[src/rtl/pio_pkg.sv]
package pio_pkg;

    localparam int MAP_AW = 24;

    typedef enum logic [1:0] {
        CLS_BERR    = 2'd0,
        CLS_REG     = 2'd1,
        CLS_VOID_FF = 2'd2,
        CLS_VOID_00 = 2'd3
    } byte_cls_t;

    typedef enum logic [1:0] {
        SZ_BYTE = 2'd0,
        SZ_WORD = 2'd1,
        SZ_LONG = 2'd2,
        SZ_RSVD = 2'd3
    } acc_size_t;

    typedef enum logic {
        ST_IDLE = 1'b0,
        ST_RESP = 1'b1
    } fsm_state_t;

    localparam logic [MAP_AW-1:0] WIN_BASE  = 24'hFF8000;
    localparam logic [MAP_AW-1:0] WORD_LAST = 24'hFFFFFE;
    localparam logic [MAP_AW-1:0] LONG_LAST = 24'hFFFFFC;
    localparam logic [MAP_AW-1:0] SND_BASE  = 24'hFF8800;
    localparam logic [MAP_AW-1:0] SND_MIR   = 24'hFF8804;
    localparam logic [MAP_AW-1:0] SND_END   = 24'hFF88FF;
    localparam logic [MAP_AW-1:0] SND_MASK  = 24'hFFF803;

    // Class of one byte location in the fixed region map
    function automatic byte_cls_t classify(input logic [MAP_AW-1:0] a);
        byte_cls_t c;
        c = CLS_BERR;
        if (a >= SND_BASE && a <= SND_END)              c = CLS_REG;
        else if (a >= 24'hFF8200 && a <= 24'hFF820D)    c = a[0] ? CLS_REG : CLS_BERR;
        else if (a == 24'hFF820F || a == 24'hFF860F)    c = CLS_VOID_FF;
        else if (a >= 24'hFF8240 && a <= 24'hFF825F)    c = CLS_REG;
        else if (a >= 24'hFF8260 && a <= 24'hFF8263)    c = CLS_VOID_00;
        else if (a >= 24'hFF8600 && a <= 24'hFF860D)    c = CLS_REG;
        return c;
    endfunction

    // Sound-chip mirror fold onto the base registers
    function automatic logic [MAP_AW-1:0] fold(input logic [MAP_AW-1:0] a);
        return (a >= SND_MIR && a <= SND_END) ? (a & SND_MASK) : a;
    endfunction

endpackage

[src/rtl/pio_lane_decode.sv]
module pio_lane_decode
    import pio_pkg::*;
#(
    parameter int LANE_IDX = 0,
    parameter int ADDR_W   = MAP_AW,
    parameter int CNT_W    = 3
) (
    input  logic [ADDR_W-1:0] base_addr,
    input  logic [CNT_W-1:0]  n_lanes,
    output logic              active,
    output byte_cls_t         cls,
    output logic [ADDR_W-1:0] eff_addr
);
    logic [ADDR_W-1:0] lane_addr;

    always_comb begin
        lane_addr = base_addr + ADDR_W'(LANE_IDX);
        active    = (LANE_IDX < int'(n_lanes));
        cls       = classify(lane_addr);
        eff_addr  = fold(lane_addr);
    end
endmodule

[src/rtl/pio_resp_fsm.sv]
module pio_resp_fsm
    import pio_pkg::*;
#(
    parameter int BUS_W = 32
) (
    input  logic             clk,
    input  logic             rst_n,
    input  logic             req_valid,
    input  logic             err_d,
    input  logic [BUS_W-1:0] rdata_d,
    output logic             accept,
    output logic             busy,
    output logic             resp_valid,
    output logic             resp_berr,
    output logic [BUS_W-1:0] resp_rdata
);
    fsm_state_t state, state_nx;

    always_ff @(posedge clk) begin
        if (!rst_n) state <= ST_IDLE;
        else        state <= state_nx;
    end

    always_comb begin
        state_nx = state;
        unique case (state)
            ST_IDLE: if (req_valid) state_nx = ST_RESP;
            ST_RESP: state_nx = ST_IDLE;
        endcase
    end

    always_comb begin
        accept     = (state == ST_IDLE) && req_valid;
        busy       = (state == ST_RESP);
        resp_valid = busy;
    end

    always_ff @(posedge clk) begin
        if (!rst_n) begin
            resp_berr  <= 1'b0;
            resp_rdata <= '0;
        end else if (accept) begin
            resp_berr  <= err_d;
            resp_rdata <= rdata_d;
        end
    end
endmodule

[src/rtl/pio_space_decoder.sv]
module pio_space_decoder
    import pio_pkg::*;
#(
    parameter int CPU_AW = 32,
    parameter int ADDR_W = MAP_AW,
    parameter int LANES  = 4,
    parameter int BYTE_W = 8,
    localparam int BUS_W = LANES * BYTE_W,
    localparam int CNT_W = $clog2(LANES + 1)
) (
    input  logic                    clk,
    input  logic                    rst_n,
    input  logic                    req_valid,
    input  logic [CPU_AW-1:0]       req_addr,
    input  logic [1:0]              req_size,
    input  logic                    req_write,
    input  logic                    req_super,
    input  logic [BUS_W-1:0]        reg_rdata,
    output logic [LANES-1:0]        reg_sel,
    output logic                    reg_we,
    output logic [LANES*ADDR_W-1:0] reg_addr,
    output logic                    busy,
    output logic                    resp_valid,
    output logic [BUS_W-1:0]        resp_rdata,
    output logic                    resp_berr
);
    logic [ADDR_W-1:0] base;
    logic [CNT_W-1:0]  n_lanes;
    logic              in_win, illegal, all_berr, access_err, accept, sel_ok;
    logic [LANES-1:0]  lane_act, lane_berr, lane_reg;
    logic [BUS_W-1:0]  lane_data, rdata_d;

    assign base = req_addr[ADDR_W-1:0];

    always_comb begin
        unique case (acc_size_t'(req_size))
            SZ_WORD: n_lanes = CNT_W'(2);
            SZ_LONG: n_lanes = CNT_W'(4);
            default: n_lanes = CNT_W'(1);
        endcase
    end

    generate
        for (genvar i = 0; i < LANES; i++) begin : g_lane
            byte_cls_t cls;
            logic [ADDR_W-1:0] eff;
            pio_lane_decode #(.LANE_IDX(i), .ADDR_W(ADDR_W), .CNT_W(CNT_W)) u_lane (
                .base_addr (base),
                .n_lanes   (n_lanes),
                .active    (lane_act[i]),
                .cls       (cls),
                .eff_addr  (eff)
            );
            assign lane_berr[i] = lane_act[i] && (cls == CLS_BERR);
            assign lane_reg[i]  = lane_act[i] && (cls == CLS_REG);
            assign reg_addr[i*ADDR_W +: ADDR_W] = eff;

            always_comb begin
                if (!lane_act[i])                     lane_data[i*BYTE_W +: BYTE_W] = '0;
                else if (cls == CLS_REG)              lane_data[i*BYTE_W +: BYTE_W] = reg_rdata[i*BYTE_W +: BYTE_W];
                else if (cls == CLS_VOID_00)          lane_data[i*BYTE_W +: BYTE_W] = '0;
                else                                  lane_data[i*BYTE_W +: BYTE_W] = '1;
            end
        end
    endgenerate

    always_comb begin
        in_win     = (base >= WIN_BASE);
        illegal    = ((acc_size_t'(req_size) == SZ_WORD) && (base > WORD_LAST)) ||
                     ((acc_size_t'(req_size) == SZ_LONG) && (base > LONG_LAST));
        all_berr   = ($countones(lane_berr) == int'(n_lanes));
        access_err = !in_win || !req_super || (!illegal && all_berr);
        sel_ok     = accept && !access_err && !illegal;
        reg_sel    = sel_ok ? lane_reg : '0;
        reg_we     = req_write && (reg_sel != '0);
        rdata_d    = (access_err || illegal) ? '1 : lane_data;
    end

    pio_resp_fsm #(.BUS_W(BUS_W)) u_fsm (
        .clk        (clk),
        .rst_n      (rst_n),
        .req_valid  (req_valid),
        .err_d      (access_err),
        .rdata_d    (rdata_d),
        .accept     (accept),
        .busy       (busy),
        .resp_valid (resp_valid),
        .resp_berr  (resp_berr),
        .resp_rdata (resp_rdata)
    );
endmodule

[config.mk]
export PLATFORM = sky130hd
export DESIGN_NAME = pio_space_decoder
export DESIGN_NICKNAME = d
export VERILOG_FILES = /design/src/rtl/pio_pkg.sv /design/src/rtl/pio_lane_decode.sv /design/src/rtl/pio_resp_fsm.sv /design/src/rtl/pio_space_decoder.sv
export SDC_FILE = /design/constraint.sdc
export NUM_CORES = 1
export LEC_CHECK = 0
export ABC_AREA = 0
export ABC_CLOCK_PERIOD_IN_PS = 13600
export BUFFER_PORTS_ARGS = -buffer_cell sky130_fd_sc_hd__clkbuf_2
export CAP_MARGIN = 20
export CORE_ASPECT_RATIO = 0.8
export CORE_MARGIN = 10
export CORE_UTILIZATION = 40
export DETAILED_ROUTE_END_ITERATION = 8
export PLACE_DENSITY = 0.81
export SLEW_MARGIN = 20
export SYNTH_ARGS = -nofsm -noshare
export SYNTH_HDL_FRONTEND = slang
export SYNTH_SLANG_ARGS = --single-unit
[constraint.sdc]
create_clock -name clk -period 13.6 [get_ports clk]
set_input_delay 2.72 -clock clk [delete_from_list [all_inputs] [get_ports clk]]
set_output_delay 2.72 -clock clk [all_outputs]
set_load 0.05 [all_outputs]
== After elaboration in Yosys (flattened, before gate mapping) ==
Cells that the tools add are included.
Widths: inputs -> output; s select.

* Add/subtract/negate cells: 6
* Magnitude comparators: 51
* Equal/unequal tests: 19
* Mux-type cells: 49
* Bitwise operators: 1
* Reduce and logical (&&, ||, !) cells: 56

{| class="wikitable"
|+ Operators by type and width
! kind !! count
|-
| $ge 24x24->1 const B || 25
|-
| $le 24x24->1 const B || 20
|-
| $eq 24x24->1 const B || 8
|-
| $mux 8 || 12
|-
| $add 24x2->24 const B || 2
|-
| $gt 24x24->1 const B || 2
|-
| $mux 11 || 4
|-
| $mux 2 || 20
|-
| $logic_and 1x1->1 || 39
|-
| $mux 32 || 1
|-
| $add 24x1->24 const B || 1
|-
| $eq 2x1->1 const B || 5
|-
| $eq 2x2->1 const B || 5
|-
| $mux 1 || 9
|-
| $logic_not 2->1 || 4
|-
| $logic_or 1x1->1 || 8
|-
| $lt 1x3->1 const A || 2
|-
| $lt 2x3->1 const A || 2
|-
| $pmux 3 s2 || 1
|-
| $add 1x1->2 || 2
|-
| $logic_not 1->1 || 4
|-
| $mux 4 || 1
|-
| $reduce_bool 4->1 || 1
|-
| $add 2x2->3 || 1
|-
| 3 further kinds || 3
|}

* Register bits: 34
* Input port bits: 71
* Output and inout port bits: 136
* Word-level logic and storage cells: 185

== Longest topological paths before layout ==
Gate-level depths: netlist of the first run.

* Word-level depth: 22
* Depth in mapped cells: 22
* Mapped depth without buffers: 21

== By module ==
A second synthesis of the first run with hierarchy kept.

* Cells, all modules: 868
* Area total of the unflattened synthesis: 5990.7 µm²

{| class="wikitable"
|+ By module, submodules not included
! module !! times used !! cells an instance !! area each (µm²) !! seq. area each (µm²)
|-
| pio_resp_fsm || 1 || 147 || 1413.9 || 680.7
|-
| pio_lane_decode at g_lane[3].u_lane || 1 || 171 || 1202.4 || 0.0
|-
| pio_lane_decode at g_lane[2].u_lane || 1 || 159 || 1043.5 || 0.0
|-
| pio_space_decoder || 1 || 190 || 989.7 || 0.0
|-
| pio_lane_decode at g_lane[1].u_lane || 1 || 137 || 929.6 || 0.0
|-
| pio_lane_decode at g_lane[0].u_lane || 1 || 64 || 411.6 || 0.0
|}

== Worst setup path after synthesis of the first run ==
No wires, ideal clock.

* Path type: input to output
* Start point: input req_addr[0]
* End point: output reg_we
* Data arrival time: 9.137 ns
* Required time: 10.880 ns
* Slack: 1.743 ns
* Stages on the path: 20
* Buffers on the path: 0
* Cell sequence: inv_1 -> ha_1 -> nand3b_1 -> nor4_1 -> xor2_1 -> o2111ai_1 -> and4bb_2 -> nand3_1 -> a21oi_2 -> and3_1 -> fa_1 -> ha_1 -> ha_1 -> xor2_1 -> nor3_1 -> nor4bb_1 -> nand2_1 -> a21o_1 -> a21oi_1 -> o41a_1

* Longest elaborated chain between the ends: 22
* Elaborated cells on any way between the ends: 140
* Those cells by class: add/sub: 6; order compare: 43; eq/ne: 13; mux: 29; reduce/logical: 49

{| class="wikitable"
|+ Ends and longest elaborated chain
! element !! line !! source
|-
| start: declaration || pio_space_decoder.sv:14 || <nowiki>input logic [CPU_AW-1:0] req_addr,</nowiki>
|-
| $add 24x2->24 * || pio_lane_decode.sv:17 || <nowiki>lane_addr = base_addr + ADDR_W'(LANE_IDX);</nowiki>
|-
| named net reg_addr[88] || pio_space_decoder.sv:21 || <nowiki>output logic [LANES*ADDR_W-1:0] reg_addr,</nowiki>
|-
| $ge 24x24->1 / $le 24x24->1 (equally long branches) || pio_pkg.sv:41 || <nowiki>else if (a >= 24'hFF8600 && a <= 24'hFF860D) c = CLS_REG;</nowiki>
|-
| $logic_and 1x1->1 || pio_pkg.sv:41 ||
|-
| $mux 1 || pio_pkg.sv:41 ||
|-
| $mux 2 || pio_pkg.sv:40 || <nowiki>else if (a >= 24'hFF8260 && a <= 24'hFF8263) c = CLS_VOID_00;</nowiki>
|-
| $mux 2 || pio_pkg.sv:39 || <nowiki>else if (a >= 24'hFF8240 && a <= 24'hFF825F) c = CLS_REG;</nowiki>
|-
| $mux 2 || pio_pkg.sv:38 || <nowiki>else if (a == 24'hFF820F || a == 24'hFF860F) c = CLS_VOID_FF;</nowiki>
|-
| [7 not listed] || - ||
|-
| $logic_and 1x1->1 || pio_space_decoder.sv:72 || <nowiki>access_err = !in_win || !req_super || (!illegal && all_berr);</nowiki>
|-
| $logic_or 1x1->1 || pio_space_decoder.sv:72 ||
|-
| $logic_not 1->1 || pio_space_decoder.sv:73 || <nowiki>sel_ok = accept && !access_err && !illegal;</nowiki>
|-
| $logic_and 1x1->1 (2 in series) || pio_space_decoder.sv:73 ||
|-
| $mux 4 * || pio_space_decoder.sv:74 || <nowiki>reg_sel = sel_ok ? lane_reg : '0;</nowiki>
|-
| named net reg_sel[3] || pio_space_decoder.sv:19 || <nowiki>output logic [LANES-1:0] reg_sel,</nowiki>
|-
| $reduce_bool 4->1 * || pio_space_decoder.sv:75 || <nowiki>reg_we = req_write && (reg_sel != '0);</nowiki>
|-
| $logic_and 1x1->1 * || pio_space_decoder.sv:75 ||
|-
| end: declaration || pio_space_decoder.sv:20 || <nowiki>output logic reg_we,</nowiki>
|}

The timed path passes the listed nets; every way through them passes the cells marked *.

== Final worst setup path of the first run ==
* Start point: input req_addr[0]
* End point: output reg_we

* Longest elaborated chain between the ends: 22
* Elaborated cells on any way between the ends: 140
* Those cells by class: add/sub: 6; order compare: 43; eq/ne: 13; mux: 29; reduce/logical: 49

{| class="wikitable"
|+ Ends and longest elaborated chain
! element !! line !! source
|-
| $add 24x1->24 / $add 24x2->24 (equally long branches) || pio_lane_decode.sv:17 ||
|-
| $ge 24x24->1 / $le 24x24->1 (equally long branches) || pio_pkg.sv:41 ||
|-
| $logic_and 1x1->1 || pio_pkg.sv:41 ||
|-
| $mux 1 || pio_pkg.sv:41 ||
|-
| $mux 2 || pio_pkg.sv:40 ||
|-
| $mux 2 || pio_pkg.sv:39 ||
|-
| $mux 2 || pio_pkg.sv:38 ||
|-
| $mux 2 || pio_pkg.sv:37 || <nowiki>else if (a >= 24'hFF8200 && a <= 24'hFF820D) c = a[0] ? CLS_REG : CLS_BERR;</nowiki>
|-
| [5 not listed] || - ||
|-
| $eq 3x3->1 || pio_space_decoder.sv:71 || <nowiki>all_berr = ($countones(lane_berr) == int'(n_lanes));</nowiki>
|-
| $logic_and 1x1->1 || pio_space_decoder.sv:72 ||
|-
| $logic_or 1x1->1 || pio_space_decoder.sv:72 ||
|-
| $logic_not 1->1 || pio_space_decoder.sv:73 ||
|-
| $logic_and 1x1->1 (2 in series) || pio_space_decoder.sv:73 ||
|-
| $mux 4 * || pio_space_decoder.sv:74 ||
|-
| $reduce_bool 4->1 * || pio_space_decoder.sv:75 ||
|-
| $logic_and 1x1->1 * || pio_space_decoder.sv:75 ||
|}

Mark *: on every way between the ends. The rest lies on a longest branch, timed or not.

==> results of run 1 <==
-- routing by layer --
metal | global-route usage (%) | vias up | part of all wire, %
li1 | - | 2678 | -
met1 | 27.7 | 2588 | 41
met2 | 33.0 | 332 | 45
met3 | 5.60 | 49 | 11
met4 | 6.11 | 0 | 2.8
met5 | 0 | - | 0
-- cell type report --
class	count	area, µm²
fill	1116	5450
multi-input combinational	537	3450
timing repair buffer	202	1020
sequential	34	681
tap	144	180
clock buffer	6	139
inverter	23	86.3
clock inverter	2	12.5
-- power by group through the flow --
stage	Sequential, W	Clock (W)	Combinational [W]
after detailed placement	0.000114	0	0.000215
final	0.000112	0.000115	0.000217
after floorplan	0.000141	0	0.000137
after CTS	0.000112	0.000116	0.000216
after global placement	0.000113	0	0.000214
after global routing	0.000112	0.000121	0.000230
-- flip-flops by register name, indices dropped and copies added, names as in the netlist --
name	count
u_fsm.resp_berr	1
u_fsm.resp_rdata	32
u_fsm.busy	1
-- final timing paths --
path | startpoint | to | slack, ns
worst max-delay path | req_addr[0] | reg_we | 2.15
worst min-delay path | u_fsm.resp_rdata[1]$_SDFFE_PN0P_ | u_fsm.resp_rdata[1]$_SDFFE_PN0P_ | 0.55
worst max register to register | u_fsm.busy$_SDFF_PP0_ | u_fsm.resp_rdata[5]$_SDFFE_PN0P_ | 11.68
worst min register to register | u_fsm.resp_rdata[1]$_SDFFE_PN0P_ | u_fsm.resp_rdata[1]$_SDFFE_PN0P_ | 0.55
-- kinds of logic (layout without fill, tap and decap cells) --
| logic type | after synthesis | in the layout | synth area share [%] |
|---|---|---|---|
| AOI/OAI and AO/OA | 169 | 169 | 23.5 |
| muxes | 3 | 3 | 0.656 |
| DFF | 34 | 34 | 14.9 |
| and+or+nand+nor | 290 | 290 | 34.6 |
| adders and majority gates | 18 | 18 | 5.09 |
| buffers and inverters | 92 | 233 | 10.2 |
| xor gates and xnor gates | 57 | 57 | 11.1 |
-- per-stage QoR --
step | utilization [%] | hold WS, ns
floorplan | - | 0.753
global route | 50.5 | 0.580
finish | 50.5 | 0.546
global placement | 49.0 | 0.521
CTS | 50.4 | 0.549
detailed placement | 49.0 | 0.534
-- synthesized netlist by cell type, drive strengths merged (7+ instances only) --
master  number
a31oi       12
nand4       20
or4          7
o21a        11
clkbuf      25
ha          17
buf         44
or3         11
dfxtp       34
xor2        26
nand3       28
inv         22
nor3        23
o21ai       51
a21oi       47
xnor2       31
nand2       67
or2          8
nor2        47
and3        13
nor2b       10
and2         8
nor4        24
-- tightest hold or removal path, stage by stage, from the launching register on --
cell and delay [ns]:
dfxtp_1 0.32, o21ai_0 0.08, a21oi_1 0.10
==> impl_metrics.toml, run 1 <==
[outcome]
outcome = "completed"

[synth]
yosysWarningCount = 0
synth_area_um2 = 4570
ys_seq_area_share_pct = 14.9
synth_edf_count = 0
syn-num-nets = 752
syn_inst = 663
syn_avg_cell_area_um2 = 6.90
ys_types = 77
synth-main-ff-cell = "dfxtp_1"
synthArstFlopShare_pct = 0
synth_largest_area_cell = "dfxtp_1"
yosys-top-cells-area = "dfxtp_1 (15%), xnor2_1 (5.7%), o21ai_0 (5.6%)"
ys_ff_latch = 34
synth.top_cell.area_share_pct = 14.9

[placement]
port_buffers = 198
dp_slack_ns = 2.24
dp_cells = 940
dp_hpwl_mm = 14.9
finalWeightedCongestion = 1.04
placed_cell_area_um2 = 5400

[routing]
totalWireLength_mm = 18.4
drtIter0Drc = 637
drc = 0
drt-pass1-iter-count = 5
via_count = 5647
wl_per_cell_um = 19.4
ant_nets = 0
viasPerCell = 5.96

[setup_path]
critPathCaptureType = "primary output"
cp-start-kind = "primary input"
cp_slowest_stage_delay_ns = 0.48
cp_common_cell = "ha_1"
cp_max_fo = 14
cp_top_family = "simple AND/OR/NAND/NOR gates"
path_buf_inv = 4
crit_cells = 22
required_ns = 10.88
worstRegToRegCells = 6
cp_slowest_cell = "nor4_1"
arrival_ns = 8.73
path_cells = "clkbuf_2 > inv_1 > ha_1 > nand3b_1 > nor4_1 > xor2_1 > o2111ai_1 > and4bb_2 > nand3_1 > a21oi_2 > and3_1 > fa_1 > ha_1 > ha_1 > xor2_1 > nor3_1 > nor4bb_2 > buf_4 > nand2_1 > and3b_1 > o41a_1 > clkbuf_2"
worst-setup-path-type = "primary input to primary output"

[clock_network]
cts_resized = 0
clk_path_buf_depth = 2
cts_buffers = 5
cts_sinks = 34
htreeDepth = 2
tritoncts = "done"
postCtsHoldBufs = 0
root_buffer = "clkbuf_16"
postCtsSetupBuffers = 0
clkTransAtPathRegs_ns = 0.06
clk_latency_ns = 0.28

[grt]
antenna_found_initial = 0
grt_max_degree = 37
grt_pass1_vias = 5296
grt_use_total_pct = 21.0
grt_remaining_overflow = 0
grt_pass1_wl_mm = 28.4

[sta]
post-route-period-util_pct = 84.2
fmax_mhz = 87.4
slew_headroom_pct = 56.0
min_period_ns = 11.45
hold_viol_final = 0
setup_violations = 0
fin_ws_ns = 2.15
rsz0062_at_grt = "no"
fin_worst_skew_ns = 0.00506
fin_setup_tns_ns = 0
worstMarginPinSlew_ns = 0.654
slew_viol_final = 0

[cells_and_area]
design_area_um2 = 5570
nNetsFinal = 892
final_common_cell = "clkbuf_2"
antenna_cells = 0
stdcell_count = 948
layout-drive-gt1-share_pct = 30.3
layout_common_cells = "clkbuf_2 (198), nand2_1 (67), o21ai_0 (51)"
syn2layout_area_growth_pct = 21.7

[worst_hold_path]
hp-class = "flip-flop to flip-flop"
worstHoldPathCells = 2

[job]
max_cap_violations = 0

[power_and_ir_drop]
powerDensity_nw_per_um2 = 79.7
finalPower_w = 0.000444
clkPwrFrac_pct = 26.0
power_frac_comb_pct = 48.9
power_leakage_nw = 2.46
p_int_w = 0.000230
peakVddDrop_mv = 0.0621
sw_frac_of_total_pct = 48.2
seqPwrFrac_pct = 25.1
power.switching_w = 0.000214

[floorplanning]
start_util_pct = 41.5
die_y_um = 116
fp.dieW_um = 140
num_rows = 34
dieArea_um2 = 16100
core_region_area_um2 = 11000
io_pins = 207
Power figures use the tool's default switching activity.
==> run 2, diff against run 1 <==
- ABC_AREA: 0 -> 1
- ABC_CLOCK_PERIOD_IN_PS: 13600 -> 9350
- PLACE_DENSITY: 0.81 -> 0.8
- clock period: 13.6 -> 9.35 ns (I/O delays scaled with it)
==> run 2 against run 1 <==
  * Largest cell class unchanged
  * Clock-buffer cell count grew 1
  * Die area grew 25%
  * Largest power group unchanged
  * Cell area grew 30%
  * Non-clock buffer count grew 15
  * Via count grew 30%
  * Global-route usage grew 0.64 points
  * Critical path type unchanged
  * Clock skew shrank 0.0015 ns
  * Combinational power grew 61%
  * Synthesized cell count grew 59%
  * Final cell count grew 50%
  * Area after synthesis grew 29%
  * Highest routed layer is now met5
  * Wire length grew 25%
  * Critical endpoint unchanged
==> impl_metrics.toml, run 2 <==
[setup_path]
cp_slowest_cell = "fa_1"
required_ns = 7.48
crit_start = "req_addr[1]"
r2r_end = "u_fsm.resp_rdata[1]$_SDFFE_PN0P_"
worst-setup-path-type = "primary input to primary output"
crit_cells = 33
worstRegToRegCells = 12
ff2ff_setup_slack_ns = 7.49
cp_top_family = "simple AND/OR/NAND/NOR gates"
path_buf_inv = 6
arrival_ns = 7.07
cp_slowest_stage_delay_ns = 0.46
cp-start-kind = "primary input"
cp_common_cell = "nand2_1"
r2r-start = "u_fsm.busy$_SDFF_PP0_"
cp_max_fo = 9
crit_end = "reg_we"
critPathCaptureType = "primary output"

[floorplanning]
io_pins = 207
die_y_um = 129
dieArea_um2 = 20100
fp.dieW_um = 156
start_util_pct = 41.1
core_region_area_um2 = 14400
num_rows = 39

[power_and_ir_drop]
power_leakage_nw = 4.08
finalPower_w = 0.000677
peakVddDrop_mv = 0.0694
powerDensity_nw_per_um2 = 93.7

[synth]
synth_area_um2 = 5920
netlist_top_cells_count = "nand2_1 (301), inv_1 (158), nor2_1 (139)"
ys_seq_area_share_pct = 11.5
syn_avg_cell_area_um2 = 5.60
syn_inst = 1057
yosysWarningCount = 0
syn-num-nets = 1146
synth-main-ff-cell = "dfxtp_1"
synth_edf_count = 0
ys_ff_latch = 34
synth.top_cell.area_share_pct = 19.1
synth_most_common_cell = "nand2_1"
synthArstFlopShare_pct = 0
synth_largest_area_cell = "nand2_1"
ys_types = 50
yosys-top-cells-area = "nand2_1 (19%), dfxtp_1 (11%), inv_1 (10%)"

[clock_network]
postCtsHoldBufs = 0
tritoncts = "done"
clk_path_buf_depth = 2
clk_latency_ns = 0.27
cts_sinks = 34
root_buffer = "clkbuf_16"
htreeDepth = 2
clkTransAtPathRegs_ns = 0.05
cts_buffers = 5

[sta]
post-route-period-util_pct = 95.6
hold_viol_final = 0
slew_viol_final = 0
fin_worst_skew_ns = 0.00360
slew_headroom_pct = 47.9
setup_violations = 0
worstMarginPinSlew_ns = 0.775
timing.hold.ws_ns = 0.496
min_period_ns = 8.94
fmax_mhz = 112

[cells_and_area]
syn2layout_area_growth_pct = 22.1
layout_common_cells = "nand2_1 (299), clkbuf_2 (198), inv_1 (158)"
largest_reg_flops = 32
n_fill_cell = 1482
layout-drive-gt1-share_pct = 28.0
final_common_cell = "nand2_1"
nNetsFinal = 1327
regMostFlops = "u_fsm.resp_rdata"

[grt]
antenna_found_initial = 2
grt_pass1_vias = 6789
grt_max_degree = 36
grt_use_total_pct = 21.6
grt_remaining_overflow = 0
grt_pass1_wl_mm = 35.7

[job]
max_cap_violations = 0

[routing]
drt-pass1-iter-count = 6
drtIter0Drc = 646
drc = 0
ant_nets = 0
viasPerCell = 5.16
totalWireLength_mm = 23.0
via_count = 7352
wl_per_cell_um = 16.1

[placement]
port_buffers = 198
dp_hpwl_mm = 19.4
finalWeightedCongestion = 1.01

[outcome]
outcome = "completed"

[worst_hold_path]
hp-class = "flip-flop to flip-flop"
run 2: what timing repair did:
item,4_1_cts,5_1_grt
gates resized for setup,0,3
hold endpoints to repair,0,0
endpoints found under the setup margin,0,2
buffers inserted,0,2
run 2: power breakdown:
part           internal [W]  leakage [nW]  switching, W
registers          0.000157         0.284    0.00000576
clock network      0.000106        0.0739     0.0000596
logic             0.0000795          3.72      0.000270
run 2: worst min-delay path by stage:
stage                     slack [ns]                     to  cells after the start                   from
after floorplan                 0.74  u_fsm.busy$_SDFF_PP0_                      1  u_fsm.busy$_SDFF_PP0_
after global placement          0.48  u_fsm.busy$_SDFF_PP0_                      1  u_fsm.busy$_SDFF_PP0_
after detailed placement        0.49  u_fsm.busy$_SDFF_PP0_                      1  u_fsm.busy$_SDFF_PP0_
after CTS                       0.49  u_fsm.busy$_SDFF_PP0_                      1  u_fsm.busy$_SDFF_PP0_
after global routing            0.53  u_fsm.busy$_SDFF_PP0_                      1  u_fsm.busy$_SDFF_PP0_
final                           0.50  u_fsm.busy$_SDFF_PP0_                      1  u_fsm.busy$_SDFF_PP0_
run 2: area by class of cell:
type                    instances  area [µm²]  area share [%]
diodes                          1        2.50          0.0346
clock buffers                   7         143            1.97
clock inverters                 1        5.00          0.0692
inverters                     164         621            8.59
multi-input cells             816        4410            61.1
flip-flops and latches         34         681            9.42
well taps                     184         230            3.19
repair buffers                217        1130            15.7
run 2: layer usage:
layer  global-route usage [%]  wire length, µm  vias up
li1                         -                -     3654
met1                     29.8             9840     3246
met2                     32.8             9720      418
met3                     6.36             3030       32
met4                     4.32              382        2
met5                        0               17        -
run 2: logic make-up (layout without fill, tap and decap cells):
family	Yosys count	after routing	share of synthesized area [%]
flops	34	34	11.5
compound gates	72	72	7.93
buf+inv	207	389	15.3
xor+xnor	30	30	5.07
other cells	0	1	0
fa+ha+maj	18	18	3.93
simple gates	696	696	56.3
run 2: worst reg2reg max path, delay by kind of cell (launching register included):
| kind | cells | cell delay [ns] |
|---|---|---|
| compound gates | 1 | 0.10 |
| simple gates | 6 | 0.54 |
| buf+inv | 5 | 0.77 |
| flops | 1 | 0.33 |
run 2: metrics by stage:
step,TNS (ns),cells,setup WS (ns),utilization (%),cell area (µm²)
CTS,0,1421,0.352,50.0,7200
finish,0,1424,0.413,50.2,7230
detailed placement,0,1413,0.386,49.0,7060
floorplan,0,1057,0.00398,-,5990
global route,-0.0146,1424,-0.0146,50.2,7230
global placement,0,1413,0.515,49.0,7060
==> run 3, diff against run 2 <==
- ABC_AREA: 1 -> unset
- PLACE_DENSITY: 0.8 -> 0.84
==> run 3 against run 2 <==
  * Total power fell by 3.5%
  * Critical path depth fell by 11
  * Combinational power fell by 6.6%
  * Worst hold slack improved by 0.048 ns
  * Flip-flop and latch count did not move
  * Fmax fell by 1.0%
  * Setup slack got worse by 0.095 ns
  * Global-route usage fell by 0.52 points
  * Die area fell by 20%
  * Wire length fell by 18%
  * Clock skew fell by 0.0012 ns
  * Critical path type unchanged
  * Highest routed layer is now met4
==> impl_metrics.toml, run 3 (same netlist as run 1, synthesis figures left out) <==
[sta]
fmax_mhz = 111
post-route-period-util_pct = 96.6
rsz0062_at_grt = "no"
hold_viol_final = 0
slew_viol_final = 0
worstMarginPinSlew_ns = 0.702
slew_headroom_pct = 52.7
setup_violations = 0
fin_setup_tns_ns = 0
min_period_ns = 9.03
fin_worst_skew_ns = 0.00245

[cells_and_area]
design_area_um2 = 5810
largest_reg_flops = 32
regMostFlops = "u_fsm.resp_rdata"
antenna_cells = 0
nNetsFinal = 918
post-route-util_pct = 52.8
final_common_cell = "clkbuf_2"
n_fill_cell = 1065
syn2layout_area_growth_pct = 27.1
layout-drive-gt1-share_pct = 33.3
layout_common_cells = "clkbuf_2 (198), nand2_1 (67), o21ai_0 (51)"

[power_and_ir_drop]
p_int_w = 0.000341
power_frac_comb_pct = 49.9
power_leakage_nw = 2.61
power.switching_w = 0.000313
clkPwrFrac_pct = 25.3
peakVddDrop_mv = 0.0711
powerDensity_nw_per_um2 = 112
sw_frac_of_total_pct = 47.8
seqPwrFrac_pct = 24.8

[placement]
dp_hpwl_mm = 15.3
placed_cell_area_um2 = 5650
port_buffers = 198
finalWeightedCongestion = 1.05

[setup_path]
r2r-start = "u_fsm.busy$_SDFF_PP0_"
cp_max_fo = 6
ff2ff_setup_slack_ns = 7.32
crit_end = "reg_we"
cp-start-kind = "primary input"
arrival_ns = 7.16
worst-setup-path-type = "primary input to primary output"
critPathCaptureType = "primary output"
crit_start = "req_addr[1]"
r2r_end = "u_fsm.resp_rdata[4]$_SDFFE_PN0P_"
required_ns = 7.48
worstRegToRegCells = 6

[routing]
drtIter0Drc = 859
drt-pass1-iter-count = 7
drc = 0
via_count = 5965
wl_per_cell_um = 19.3
totalWireLength_mm = 18.8
viasPerCell = 6.12
ant_nets = 0

[clock_network]
postCtsSetupBuffers = 0
tritoncts = "done"
cts_sinks = 34
clk_latency_ns = 0.28
clk_path_buf_depth = 2
root_buffer = "clkbuf_16"
clkTransAtPathRegs_ns = 0.05
cts_buffers = 5
htreeDepth = 2

[floorplanning]
io_pins = 207
num_rows = 34
dieArea_um2 = 16100
start_util_pct = 41.5
fp.dieW_um = 140
die_y_um = 116
core_region_area_um2 = 11000

[grt]
grt_use_total_pct = 21.1
grt_max_degree = 37
grt_pass1_wl_mm = 28.5
antenna_found_initial = 0
grt_remaining_overflow = 0
grt_pass1_vias = 5329

[worst_hold_path]
hp-class = "flip-flop to flip-flop"

[outcome]
outcome = "completed"

[job]
max_cap_violations = 0
==> run 3: worst min-delay path by stage <==
| stage | cells past startpoint | startpoint | endpoint |
|---|---|---|---|
| 6_report | 2 | u_fsm.resp_rdata[13]$_SDFFE_PN0P_ | u_fsm.resp_rdata[13]$_SDFFE_PN0P_ |
| 5_1_grt | 2 | u_fsm.resp_rdata[8]$_SDFFE_PN0P_ | u_fsm.resp_rdata[8]$_SDFFE_PN0P_ |
| 4_1_cts | 2 | u_fsm.resp_rdata[2]$_SDFFE_PN0P_ | u_fsm.resp_rdata[2]$_SDFFE_PN0P_ |
| 3_5_place_dp | 2 | u_fsm.resp_rdata[2]$_SDFFE_PN0P_ | u_fsm.resp_rdata[2]$_SDFFE_PN0P_ |
| 3_3_place_gp | 2 | u_fsm.resp_rdata[7]$_SDFFE_PN0P_ | u_fsm.resp_rdata[7]$_SDFFE_PN0P_ |
| 2_1_floorplan | 2 | u_fsm.resp_rdata[27]$_SDFFE_PN0P_ | u_fsm.resp_rdata[27]$_SDFFE_PN0P_ |
==> run 3: power groups by stage <==
stage          logic, W  registers, W  clock network, W
2_1_floorplan  0.000200      0.000205                 0
3_3_place_gp   0.000317      0.000164                 0
3_5_place_dp   0.000320      0.000165                 0
4_1_cts        0.000321      0.000162          0.000167
5_1_grt        0.000344      0.000163          0.000173
6_report       0.000326      0.000162          0.000165
==> run 3: per-stage QoR <==
| stage | hold slack [ns] | worst slack [ns] | power (W) | cells |
|---|---|---|---|---|
| after global routing | 0.566 | 0.0934 | 0.000680 | 974 |
| after detailed placement | 0.524 | 0.183 | 0.000485 | 966 |
| final | 0.545 | 0.318 | 0.000654 | 974 |
| after CTS | 0.541 | 0.177 | 0.000650 | 974 |
| after global placement | 0.519 | 0.335 | 0.000481 | 966 |
| after floorplan | 0.753 | 0.0110 | 0.000404 | 663 |
==> run 3: timing repair <==
| action | in CTS | in global routing |
|---|---|---|
| resized for setup | 0 | 3 |
| endpoints found under the setup margin | 0 | 3 |
| hold buffers | 0 | 0 |
==> run 3: worst max-delay path, stage by stage <==
cell and delay, ns:
clkbuf_2 0.09, inv_1 0.14, ha_1 0.36, and3b_1 0.38, nand4_1 0.34, nor3_1 0.35, o2111ai_1 0.14, and4bb_2 0.38
nor2b_1 0.19, o21ai_0 0.18, and3_1 0.23, fa_1 0.43, ha_1 0.21, ha_1 0.28, xor2_1 0.18, nor3_2 0.09
nor4bb_4 0.40, nand2_1 0.14, a21o_1 0.20, a21oi_4 0.15, o41a_2 0.14, clkbuf_2 0.27
==> run 3: final cells by class <==
class                           instances  area (µm²)  area share (%)
Timing Repair Buffer                  228        1220            20.9
Sequential cell                        34         681            11.7
Tap cell                              144         180            3.10
Multi-Input combinational cell        537        3500            60.2
Inverter                               23        86.3            1.49
Clock buffer                            7         143            2.45
Clock inverter                          1        5.00          0.0861
==> run 3: routing by layer <==
| metal | share of wire (%) | GRT usage (%) | vias up | wire [µm] |
|---|---|---|---|---|
| met5 | 0 | 0 | - | 0 |
| met4 | 3.2 | 6.59 | 0 | 606 |
| met3 | 14 | 6.01 | 72 | 2560 |
| met2 | 45 | 33.2 | 450 | 8420 |
| met1 | 38 | 27.5 | 2717 | 7240 |
| li1 | - | - | 2726 | - |
